**config.mk**
```make
export PLATFORM = sky130hd
export DESIGN_NAME = rw_radix_walker
export DESIGN_NICKNAME = d
export VERILOG_FILES = /design/src/rtl/rw_pkg.sv /design/src/rtl/rw_entry_addr.sv /design/src/rtl/rw_leaf_compose.sv /design/src/rtl/rw_radix_walker.sv
export SDC_FILE = /design/constraint.sdc
export NUM_CORES = 1
export LEC_CHECK = 0
export BUFFER_PORTS_ARGS = -buffer_cell sky130_fd_sc_hd__clkbuf_2
export CORE_UTILIZATION = 57
export DETAILED_ROUTE_END_ITERATION = 6
export GPL_TIMING_DRIVEN = 1
export PLACE_DENSITY_LB_ADDON = 0.05
export SYNTH_ARGS = -nofsm -noshare
export SYNTH_HDL_FRONTEND = slang
export SYNTH_HIERARCHICAL = 1
export SYNTH_SLANG_ARGS = --single-unit
```
**constraint.sdc**
```tcl
create_clock -name clk -period 7.2 [get_ports clk]
set_input_delay 1.44 -clock clk [delete_from_list [all_inputs] [get_ports clk]]
set_output_delay 1.44 -clock clk [all_outputs]
set_load 0.05 [all_outputs]
```
**src/rtl/rw_pkg.sv**
```systemverilog
package rw_pkg;
  localparam int ENTRY_W   = 64;
  localparam int ISIZE_W   = 5;
  localparam int BIT_VALID = 63;
  localparam int BIT_LEAF  = 62;
  localparam logic [ENTRY_W-1:0] BASE_MASK = 64'h00FF_FFFF_FFFF_FF00;
  localparam logic [ENTRY_W-1:0] PAGE_MASK = 64'h00FF_FFFF_FFFF_F000;

  typedef enum logic [1:0] {
    CAUSE_NONE   = 2'b00,
    CAUSE_BADCFG = 2'b01,
    CAUSE_NOENT  = 2'b10
  } cause_t;

  typedef enum logic [1:0] {
    ST_IDLE,
    ST_CHECK,
    ST_REQ,
    ST_WAIT
  } walk_st_t;
endpackage

```
**src/rtl/rw_entry_addr.sv**
```systemverilog
module rw_entry_addr
  import rw_pkg::*;
#(
  parameter int SIZE_W = 7
) (
  input  logic [ENTRY_W-1:0] ea,
  input  logic [ENTRY_W-1:0] base,
  input  logic [SIZE_W-1:0]  rem,
  input  logic [ISIZE_W-1:0] isz,
  output logic [ENTRY_W-1:0] entry_addr
);
  logic [SIZE_W-1:0]  shamt;
  logic [ENTRY_W-1:0] idx_mask;
  logic [ENTRY_W-1:0] idx;

  always_comb begin
    shamt      = rem - SIZE_W'(isz);
    idx_mask   = (ENTRY_W'(1) << isz) - ENTRY_W'(1);
    idx        = (ea >> shamt) & idx_mask;
    entry_addr = base + (idx << 3);
  end
endmodule

```
**src/rtl/rw_leaf_compose.sv**
```systemverilog
module rw_leaf_compose
  import rw_pkg::*;
#(
  parameter int SIZE_W = 7
) (
  input  logic [ENTRY_W-1:0] ea,
  input  logic [ENTRY_W-1:0] pte,
  input  logic [SIZE_W-1:0]  psize,
  output logic [ENTRY_W-1:0] raddr
);
  logic [ENTRY_W-1:0] low_mask;

  always_comb begin
    if (psize >= SIZE_W'(ENTRY_W)) low_mask = '1;
    else                           low_mask = (ENTRY_W'(1) << psize) - ENTRY_W'(1);
    raddr = (pte & PAGE_MASK & ~low_mask) | (ea & low_mask);
  end
endmodule

```
**src/rtl/rw_radix_walker.sv**
```systemverilog
module rw_radix_walker
  import rw_pkg::*;
#(
  parameter int SIZE_W     = 7,
  parameter int MAX_LEVELS = 4,
  parameter int MIN_ISIZE  = 5
) (
  input  logic               clk,
  input  logic               rst,
  input  logic               req_valid,
  output logic               req_ready,
  input  logic [63:0]        req_addr,
  input  logic [63:0]        req_root_base,
  input  logic [4:0]         req_root_isize,
  input  logic [SIZE_W-1:0]  req_space_size,
  output logic               mem_req_valid,
  input  logic               mem_req_ready,
  output logic [63:0]        mem_req_addr,
  input  logic               mem_rsp_valid,
  input  logic [63:0]        mem_rsp_data,
  output logic               done_valid,
  output logic [1:0]         done_cause,
  output logic [63:0]        done_raddr,
  output logic [SIZE_W-1:0]  done_psize,
  output logic [63:0]        done_pte,
  output logic [63:0]        done_pte_addr
);
  localparam int LVL_W = $clog2(MAX_LEVELS + 1);

  walk_st_t           st_q;
  logic [ENTRY_W-1:0] ea_q, base_q;
  logic [ISIZE_W-1:0] isz_q;
  logic [SIZE_W-1:0]  rem_q;
  logic [LVL_W-1:0]   lvl_q;
  logic [ENTRY_W-1:0] next_addr, leaf_raddr;
  logic [SIZE_W-1:0]  rem_after;
  logic               cfg_bad;

  assign req_ready = (st_q == ST_IDLE);
  assign rem_after = rem_q - SIZE_W'(isz_q);
  assign cfg_bad   = (isz_q < ISIZE_W'(MIN_ISIZE)) || (SIZE_W'(isz_q) > rem_q) ||
                     (lvl_q == LVL_W'(MAX_LEVELS));

  rw_entry_addr #(.SIZE_W(SIZE_W)) u_addr (
    .ea(ea_q), .base(base_q), .rem(rem_q), .isz(isz_q), .entry_addr(next_addr)
  );

  rw_leaf_compose #(.SIZE_W(SIZE_W)) u_leaf (
    .ea(ea_q), .pte(mem_rsp_data), .psize(rem_after), .raddr(leaf_raddr)
  );

  always_ff @(posedge clk) begin
    if (rst) begin
      st_q          <= ST_IDLE;
      ea_q          <= '0;
      base_q        <= '0;
      isz_q         <= '0;
      rem_q         <= '0;
      lvl_q         <= '0;
      mem_req_valid <= 1'b0;
      mem_req_addr  <= '0;
      done_valid    <= 1'b0;
      done_cause    <= CAUSE_NONE;
      done_raddr    <= '0;
      done_psize    <= '0;
      done_pte      <= '0;
      done_pte_addr <= '0;
    end else begin
      done_valid <= 1'b0;
      unique case (st_q)
        ST_IDLE: begin
          if (req_valid) begin
            ea_q   <= req_addr;
            base_q <= req_root_base;
            isz_q  <= req_root_isize;
            rem_q  <= req_space_size;
            lvl_q  <= '0;
            st_q   <= ST_CHECK;
          end
        end
        ST_CHECK: begin
          if (cfg_bad) begin
            done_valid <= 1'b1;
            done_cause <= CAUSE_BADCFG;
            st_q       <= ST_IDLE;
          end else begin
            mem_req_valid <= 1'b1;
            mem_req_addr  <= next_addr;
            st_q          <= ST_REQ;
          end
        end
        ST_REQ: begin
          if (mem_req_ready) begin
            mem_req_valid <= 1'b0;
            st_q          <= ST_WAIT;
          end
        end
        ST_WAIT: begin
          if (mem_rsp_valid) begin
            lvl_q <= lvl_q + LVL_W'(1);
            if (!mem_rsp_data[BIT_VALID]) begin
              done_valid    <= 1'b1;
              done_cause    <= CAUSE_NOENT;
              done_pte_addr <= mem_req_addr;
              st_q          <= ST_IDLE;
            end else if (mem_rsp_data[BIT_LEAF]) begin
              done_valid    <= 1'b1;
              done_cause    <= CAUSE_NONE;
              done_raddr    <= leaf_raddr;
              done_psize    <= rem_after;
              done_pte      <= mem_rsp_data;
              done_pte_addr <= mem_req_addr;
              st_q          <= ST_IDLE;
            end else begin
              rem_q  <= rem_after;
              base_q <= mem_rsp_data & BASE_MASK;
              isz_q  <= mem_rsp_data[ISIZE_W-1:0];
              st_q   <= ST_CHECK;
            end
          end
        end
        default: st_q <= ST_IDLE;
      endcase
    end
  end
endmodule

```
==> results of run 1 <==
[critical path: stages, from the launching register on]
cell	delay [ns]
sky130_fd_sc_hd__dfxtp_1	0.31
sky130_fd_sc_hd__inv_1	0.05
sky130_fd_sc_hd__ha_2	0.17
sky130_fd_sc_hd__inv_1	0.05
sky130_fd_sc_hd__fa_4	1.01
sky130_fd_sc_hd__buf_4	0.36
sky130_fd_sc_hd__mux2i_1	0.15
sky130_fd_sc_hd__a21oi_1	0.35
sky130_fd_sc_hd__mux4_2	0.32
sky130_fd_sc_hd__a211oi_1	0.09
sky130_fd_sc_hd__a2111oi_0	0.81
sky130_fd_sc_hd__ha_1	0.41
sky130_fd_sc_hd__o21ai_2	0.11
sky130_fd_sc_hd__a21oi_2	0.18
sky130_fd_sc_hd__o21ai_2	0.09
sky130_fd_sc_hd__o31a_1	0.36
sky130_fd_sc_hd__o41ai_2	0.61
sky130_fd_sc_hd__a41oi_2	0.26
sky130_fd_sc_hd__o21ai_1	0.30
sky130_fd_sc_hd__a41oi_1	0.19
sky130_fd_sc_hd__xnor2_1	0.17
sky130_fd_sc_hd__mux2i_1	0.20
sky130_fd_sc_hd__nor2_1	0.07
[worst max path at each step]
stage,start,end,slack (ns)
finish,rem_q[0],mem_req_addr[60],0.41
global route,isz_q[1],mem_req_addr[60],0.09
CTS,rem_q[0],mem_req_addr[60],0.44
detailed placement,rem_q[0],mem_req_addr[56],0.54
global placement,rem_q[0],mem_req_addr[56],0.64
floorplan,isz_q[1],mem_req_addr[63],1.62
[sequential cells by signal (all words and copies together) (netlist names), named ones only]
signal and cells:
done_pte_addr 64, done_pte 63, done_psize 7, done_cause 2, mem_req_addr 64, isz_q 5, lvl_q 3, rem_q 7
done_valid 1, mem_req_valid 1, done_raddr 64, st_q 1, ea_q 64, base_q 64
[power by group]
part	internal (mW)	switching (mW)
Clock	1.33	0.956
Combinational	1.35	2.60
Sequential	2.37	0.116
[synthesized netlist by cell type, drive strengths merged, types with 10 or more instances]
| cell | instances | area, µm² |
|---|---|---|
| mux2 | 51 | 574 |
| a2111oi | 19 | 210 |
| nand4 | 33 | 206 |
| and3 | 18 | 113 |
| nor2 | 283 | 1070 |
| o21a | 13 | 97.6 |
| or3 | 10 | 63.8 |
| xor2 | 32 | 280 |
| o21ai | 120 | 616 |
| a21boi | 16 | 120 |
| a22oi | 23 | 173 |
| o31ai | 10 | 75.1 |
| xnor2 | 50 | 438 |
| nand2 | 787 | 2950 |
| nor3 | 62 | 325 |
| a311oi | 60 | 526 |
| and2 | 11 | 70.1 |
| o211ai | 15 | 113 |
| a31oi | 17 | 106 |
| nand3 | 98 | 490 |
| a211oi | 46 | 358 |
| inv | 43 | 161 |
| ha | 74 | 926 |
| or2 | 10 | 65.1 |
| mux4 | 32 | 721 |
| a21o | 24 | 181 |
| nand2b | 17 | 106 |
| nor3b | 10 | 90.1 |
| mux2i | 137 | 1370 |
| clkbuf | 160 | 634 |
| a21oi | 423 | 2120 |
| o21bai | 11 | 82.6 |
| dfxtp | 411 | 8230 |
| buf | 120 | 711 |
| nor4 | 12 | 87.6 |
| nor2b | 39 | 244 |
[stage by stage]
| step | total power, mW | utilization | instances | area, µm² |
|---|---|---|---|---|
| after CTS | 8.61 | 0.667 | 4345 | 29600 |
| after global routing | 9.06 | 0.668 | 4345 | 29600 |
| final | 8.73 | 0.668 | 4346 | 29600 |
| after detailed placement | 6.34 | 0.636 | 4271 | 28200 |
| after global placement | 6.34 | 0.636 | 4271 | 28200 |
| after floorplan | 5.21 | - | 3423 | 25800 |
[kinds of logic (layout without fill, tap and decap cells)]
logic type                 Yosys count  count (layout)  synth area share
AOI/OAI and AO/OA                  862             862             0.210
xor gates and xnor gates            82              82            0.0279
adders and majority gates           77              77            0.0383
buffers and inverters              329             659            0.0604
DFF                                411             411             0.320
muxes                              220             220             0.104
other                                1              20          0.000146
and+or+nand+nor                   1423            1423             0.240
[layout make-up]
cell class / count / area, µm² / share of cell area
well taps: 592 / 741 / 0.0250
repair buffers: 540 / 2920 / 0.0986
diodes: 1 / 2.50 / 0.0000844
clock buffers: 57 / 1180 / 0.0398
flip-flops and latches: 411 / 8230 / 0.278
multi-input cells: 2683 / 16200 / 0.545
inverters: 45 / 169 / 0.00570
clock inverters: 17 / 234 / 0.00789
[cell usage in the layout, fill, tap and decap left out, drive strengths merged, types with 65 or more instances in the layout]
master	Yosys	routed
nand3	98	98
clkbuf	160	532
a21oi	423	423
nor2	283	283
mux2i	137	137
dfxtp	411	411
nand2	787	787
ha	74	74
o21ai	120	120
buf	120	65
[routing by layer]
metal	wire [µm]	share of wire	up-vias	track usage
li1	-	-	12593	-
met4	5140	0.053	2	0.205
met3	8340	0.087	325	0.0623
met5	13	0.00014	-	0
met2	45200	0.47	1593	0.669
met1	37500	0.39	13034	0.509
[repair_timing]
| item | in CTS | in global routing |
|---|---|---|
| setup endpoints to repair | 0 | 1 |
| resized for setup | 0 | 1 |
| buffers inserted | 0 | 0 |
==> flow_results.xml, run 1 <==
<?xml version="1.0" encoding="UTF-8"?>
<metrics>
  <group name="route">
    <metric name="via_per_inst" unit="">6.34</metric>
    <metric name="firstDrtPassIters" unit="">6</metric>
    <metric name="antenna_nets_post_route" unit="">0</metric>
    <metric name="drt-initial-drc-count" unit="">2953</metric>
    <metric name="detail_route.drc_violations" unit="">0</metric>
    <metric name="via_count" unit="">27547</metric>
    <metric name="totalWireLength" unit="mm">96.2</metric>
    <metric name="wl_per_cell" unit="µm">22.1</metric>
  </group>
  <group name="critical_path">
    <metric name="critPathLaunchType" unit="">flop</metric>
    <metric name="critical_path_peak_fanout" unit="">28</metric>
    <metric name="setup.worst_path.end_class" unit="">flop</metric>
    <metric name="worst_ep_arrival_time" unit="ns">7.22</metric>
    <metric name="critPathRequiredTime" unit="ns">7.63</metric>
    <metric name="worst_r2r_endpoint" unit="">mem_req_addr[60]</metric>
    <metric name="worst_case_reg_to_reg_path_depth" unit="">22</metric>
    <metric name="rrSetupSlack" unit="ns">0.41</metric>
    <metric name="setup.worst_path.class" unit="">reg2reg</metric>
    <metric name="worstReg2RegStart" unit="">rem_q[0]</metric>
  </group>
  <group name="sta">
    <metric name="timing_worst_slew_pin_value" unit="ns">1.09</metric>
    <metric name="grt_setup_unrepaired" unit="">no</metric>
    <metric name="finalClockSkew" unit="ns">0.0301</metric>
    <metric name="maxClockFrequency" unit="MHz">147</metric>
    <metric name="timing.final.setup_violations" unit="">0</metric>
    <metric name="total_neg_setup_slack" unit="ns">0</metric>
    <metric name="worst_case_setup_margin_in_the_final_layout" unit="ns">0.409</metric>
    <metric name="final.hold.worst_slack" unit="ns">0.454</metric>
    <metric name="report.final.slew_viol_count" unit="">0</metric>
    <metric name="timing.final.hold_violations" unit="">0</metric>
    <metric name="minimum_clock_period_after_layout" unit="ns">6.79</metric>
    <metric name="timing.final.crit_share" unit="">0.943</metric>
    <metric name="slew_headroom" unit="">0.264</metric>
  </group>
  <group name="cells_and_area">
    <metric name="nets" unit="">4009</metric>
    <metric name="flow.area_growth_from_synthesis" unit="%">15.2</metric>
    <metric name="layout_filler_cell_count" unit="">3710</metric>
    <metric name="layout-drive-gt1-share" unit="">0.201</metric>
  </group>
  <group name="clock_tree">
    <metric name="cts.reportedPaths.clkPinSlew" unit="ns">0.06</metric>
    <metric name="clock_sink_count" unit="">411</metric>
    <metric name="cts_hold_buffers" unit="">0</metric>
    <metric name="ctsHtreeMaxLevel" unit="">2</metric>
    <metric name="tritoncts.num_buffers" unit="">42</metric>
    <metric name="clock-root-buffer" unit="">sky130_fd_sc_hd__clkbuf_16</metric>
    <metric name="cts_tree" unit="">yes</metric>
    <metric name="clock_latency" unit="ns">0.59</metric>
    <metric name="ctsLongestPathBuffers" unit="">3</metric>
  </group>
  <group name="global_route">
    <metric name="number_of_global_route_vias_before_repair" unit="">26066</metric>
    <metric name="grt_first_pass_wirelength" unit="mm">148</metric>
    <metric name="grt_max_degree" unit="">184</metric>
    <metric name="grt-ovfl-total" unit="">0</metric>
    <metric name="grt_antenna_before_repair" unit="">1</metric>
    <metric name="groute.usage.overall" unit="">0.403</metric>
  </group>
  <group name="yosys">
    <metric name="synth-seq-area-share" unit="">0.320</metric>
    <metric name="avgSynthCellArea" unit="µm²">7.56</metric>
    <metric name="yosys.cell_types.count" unit="">111</metric>
    <metric name="ys_dominant_reg_cell" unit="">sky130_fd_sc_hd__dfxtp_1</metric>
    <metric name="synth-warning-count" unit="">6</metric>
    <metric name="syn-instance-count" unit="">3405</metric>
    <metric name="async_reset_ff_frac" unit="">0</metric>
    <metric name="synth_area" unit="µm²">25700</metric>
    <metric name="synth_edf_count" unit="">0</metric>
    <metric name="synth_seq_cells" unit="">411</metric>
  </group>
  <group name="placed_design">
    <metric name="dp_slack" unit="ns">0.542</metric>
    <metric name="io_buffers" unit="">476</metric>
    <metric name="hpwl_after_dpl" unit="mm">72.4</metric>
    <metric name="gpl.final_weighted_congestion" unit="">1.08</metric>
  </group>
  <group name="die">
    <metric name="floorplan.die.height" unit="µm">215</metric>
    <metric name="die-width" unit="µm">215</metric>
    <metric name="design.portCount" unit="">477</metric>
    <metric name="std_cell_rows" unit="">77</metric>
    <metric name="die_area" unit="µm²">46000</metric>
    <metric name="core-area" unit="µm²">44400</metric>
    <metric name="floorplan.initialDensity" unit="">0.580</metric>
  </group>
  <group name="power">
    <metric name="total_leakage_power" unit="nW">12.7</metric>
    <metric name="power_density" unit="nW/µm²">294</metric>
    <metric name="ir_worst_vdd" unit="V">0.000226</metric>
  </group>
  <group name="hold_path">
    <metric name="worst_hold_path.num_cells" unit="">2</metric>
    <metric name="min_delay_worst_endpoint" unit="">done_pte_addr[50]</metric>
    <metric name="timing.hold.worst.start" unit="">done_pte_addr[50]</metric>
    <metric name="holdCritPathClass" unit="">reg2reg</metric>
  </group>
  <group name="flow_run">
    <metric name="maxCapViolCount" unit="">0</metric>
  </group>
  <group name="run_status">
    <metric name="run_status" unit="">completed</metric>
  </group>
</metrics>
(Power assumes the default switching activity.)
==> run 2, diff against run 1 <==
CELL_PAD_IN_SITES_DETAIL_PLACEMENT = 1   (was not set)
CELL_PAD_IN_SITES_GLOBAL_PLACEMENT = 2   (was not set)
CORE_UTILIZATION = 32   (was 57)
==> run 2 against run 1 <==
Against the previous run: wire length grew 21%; final cell count grew 12%; clock skew shrank 0.0061 ns; non-clock buffer count grew 49; utilization shrank 28 points; die area grew 77%; largest cell class unchanged; largest power group unchanged; highest routed layer is now met4.
==> flow_results.xml, run 2 (synthesis results as in run 1) <==
<?xml version="1.0" encoding="UTF-8"?>
<metrics>
  <group name="clock_tree">
    <metric name="tritoncts.num_buffers" unit="">47</metric>
    <metric name="ctsLongestPathBuffers" unit="">3</metric>
    <metric name="cts.reportedPaths.clkPinSlew" unit="ns">0.06</metric>
    <metric name="postCtsSetupBuffers" unit="">0</metric>
    <metric name="clock_latency" unit="ns">0.60</metric>
    <metric name="clock-root-buffer" unit="">sky130_fd_sc_hd__clkbuf_16</metric>
    <metric name="clock_sink_count" unit="">411</metric>
    <metric name="cts_tree" unit="">yes</metric>
    <metric name="ctsHtreeMaxLevel" unit="">2</metric>
  </group>
  <group name="sta">
    <metric name="total_neg_setup_slack" unit="ns">0</metric>
    <metric name="timing.final.setup_violations" unit="">0</metric>
    <metric name="timing_worst_slew_pin_value" unit="ns">1.12</metric>
    <metric name="finalClockSkew" unit="ns">0.0240</metric>
    <metric name="slew_headroom" unit="">0.246</metric>
    <metric name="report.final.slew_viol_count" unit="">0</metric>
    <metric name="timing.final.hold_violations" unit="">0</metric>
    <metric name="minimum_clock_period_after_layout" unit="ns">6.88</metric>
    <metric name="maxClockFrequency" unit="MHz">145</metric>
    <metric name="grt_setup_unrepaired" unit="">no</metric>
    <metric name="timing.final.crit_share" unit="">0.955</metric>
    <metric name="worst_case_setup_margin_in_the_final_layout" unit="ns">0.325</metric>
  </group>
  <group name="die">
    <metric name="std_cell_rows" unit="">103</metric>
    <metric name="core-area" unit="µm²">79300</metric>
    <metric name="die_area" unit="µm²">81600</metric>
    <metric name="floorplan.die.height" unit="µm">286</metric>
    <metric name="die-width" unit="µm">286</metric>
    <metric name="floorplan.initialDensity" unit="">0.325</metric>
    <metric name="design.portCount" unit="">477</metric>
  </group>
  <group name="global_route">
    <metric name="grt-ovfl-total" unit="">0</metric>
    <metric name="grt_first_pass_wirelength" unit="mm">175</metric>
    <metric name="grt_max_degree" unit="">169</metric>
    <metric name="number_of_global_route_vias_before_repair" unit="">27314</metric>
    <metric name="groute.usage.overall" unit="">0.276</metric>
    <metric name="grt_antenna_before_repair" unit="">2</metric>
  </group>
  <group name="critical_path">
    <metric name="critical_path_peak_fanout" unit="">32</metric>
    <metric name="cp_num_buf_inv" unit="">5</metric>
    <metric name="critPathLaunchType" unit="">flop</metric>
    <metric name="worst_ep_arrival_time" unit="ns">7.35</metric>
    <metric name="setup.worst_path.class" unit="">reg2reg</metric>
    <metric name="critPathRequiredTime" unit="ns">7.67</metric>
    <metric name="cp_top_family" unit="">compound AO/OA/AOI/OAI gates</metric>
    <metric name="crit_path_top_delay_cell" unit="">sky130_fd_sc_hd__fa_4</metric>
    <metric name="setup.worst_path.end_class" unit="">flop</metric>
    <metric name="worst_path_most_repeated_cell" unit="">sky130_fd_sc_hd__buf_4</metric>
    <metric name="maximum_cell_stage_delay_along_the_critical_path" unit="ns">1.07</metric>
  </group>
  <group name="run_status">
    <metric name="run_status" unit="">completed</metric>
  </group>
  <group name="route">
    <metric name="via_per_inst" unit="">5.47</metric>
    <metric name="detail_route.drc_violations" unit="">0</metric>
    <metric name="drt-initial-drc-count" unit="">1478</metric>
    <metric name="via_count" unit="">26600</metric>
    <metric name="firstDrtPassIters" unit="">5</metric>
    <metric name="wl_per_cell" unit="µm">23.9</metric>
    <metric name="totalWireLength" unit="mm">116</metric>
    <metric name="antenna_nets_post_route" unit="">0</metric>
  </group>
  <group name="cells_and_area">
    <metric name="most-common-layout-cells" unit="">sky130_fd_sc_hd__nand2_1, sky130_fd_sc_hd__clkbuf_2, sky130_fd_sc_hd__a21oi_1</metric>
    <metric name="flow.area_growth_from_synthesis" unit="%">19.5</metric>
    <metric name="n_antenna_cell" unit="">0</metric>
    <metric name="nets" unit="">4063</metric>
    <metric name="layout-drive-gt1-share" unit="">0.212</metric>
    <metric name="layout_commonest_cell" unit="">sky130_fd_sc_hd__nand2_1</metric>
    <metric name="layout_filler_cell_count" unit="">9799</metric>
    <metric name="finish.utilization" unit="">0.388</metric>
  </group>
  <group name="power">
    <metric name="ir_worst_vdd" unit="V">0.000200</metric>
    <metric name="power_density" unit="nW/µm²">298</metric>
    <metric name="total_leakage_power" unit="nW">13.1</metric>
  </group>
  <group name="placed_design">
    <metric name="dp_slack" unit="ns">0.239</metric>
    <metric name="io_buffers" unit="">476</metric>
    <metric name="hpwl_after_dpl" unit="mm">92.3</metric>
    <metric name="gpl.final_weighted_congestion" unit="">0.938</metric>
  </group>
  <group name="hold_path">
    <metric name="holdCritPathClass" unit="">reg2reg</metric>
  </group>
  <group name="flow_run">
    <metric name="maxCapViolCount" unit="">0</metric>
  </group>
</metrics>
-- run 2: tightest hold or removal path: stages (launching register included) --
cell,delay (ns)
sky130_fd_sc_hd__dfxtp_1,0.31
sky130_fd_sc_hd__nand2_1,0.05
sky130_fd_sc_hd__a21oi_1,0.05
-- run 2: worst paths after layout --
check / endpoint / depth (start not counted) / slack, ns / start
max: mem_req_addr[63] / 26 / 0.32 / rem_q[0]
min: done_pte_addr[61] / 2 / 0.45 / done_pte_addr[61]
max reg2reg: mem_req_addr[63] / 26 / 0.32 / rem_q[0]
min reg2reg: done_pte_addr[61] / 2 / 0.45 / done_pte_addr[61]
-- run 2: routing by layer --
metal | wire (µm) | GRT usage
met5 | 0 | 0
met4 | 2470 | 0.0631
met3 | 4500 | 0.0318
met2 | 56100 | 0.477
met1 | 53000 | 0.365
-- run 2: where the power goes --
part           leakage (nW)  total (mW)  switching, mW  internal, mW
logic                  8.94        4.18           2.74          1.44
clock network         0.774        2.49           1.01          1.48
registers              3.34        2.50          0.127          2.37
-- run 2: area by class of cell --
| type | instances | area [µm²] | share of cell area |
|---|---|---|---|
| Multi-Input combinational cell | 2683 | 16200 | 0.526 |
| Sequential cell | 411 | 8230 | 0.267 |
| Timing Repair Buffer | 589 | 3320 | 0.108 |
| Tap cell | 1050 | 1310 | 0.0427 |
| Clock buffer | 62 | 1300 | 0.0424 |
| Clock inverter | 20 | 270 | 0.00878 |
| Inverter | 45 | 169 | 0.00549 |
-- run 2: what timing repair did --
item / CTS / global route
setup endpoints to repair: 0 / 5
endpoints found under the hold margin: 0 / 0
resized for setup: 0 / 6
hold buffers: 0 / 0
-- run 2: through the flow --
step | power [mW] | area [µm²] | std cells | hold slack [ns]
after floorplan | 5.21 | 25800 | 3423 | 0.440
after global placement | 6.67 | 29200 | 4778 | 0.441
after detailed placement | 6.68 | 29200 | 4778 | 0.448
after CTS | 9.21 | 30800 | 4860 | 0.456
after global routing | 9.63 | 30800 | 4860 | 0.472
final | 9.17 | 30800 | 4860 | 0.452
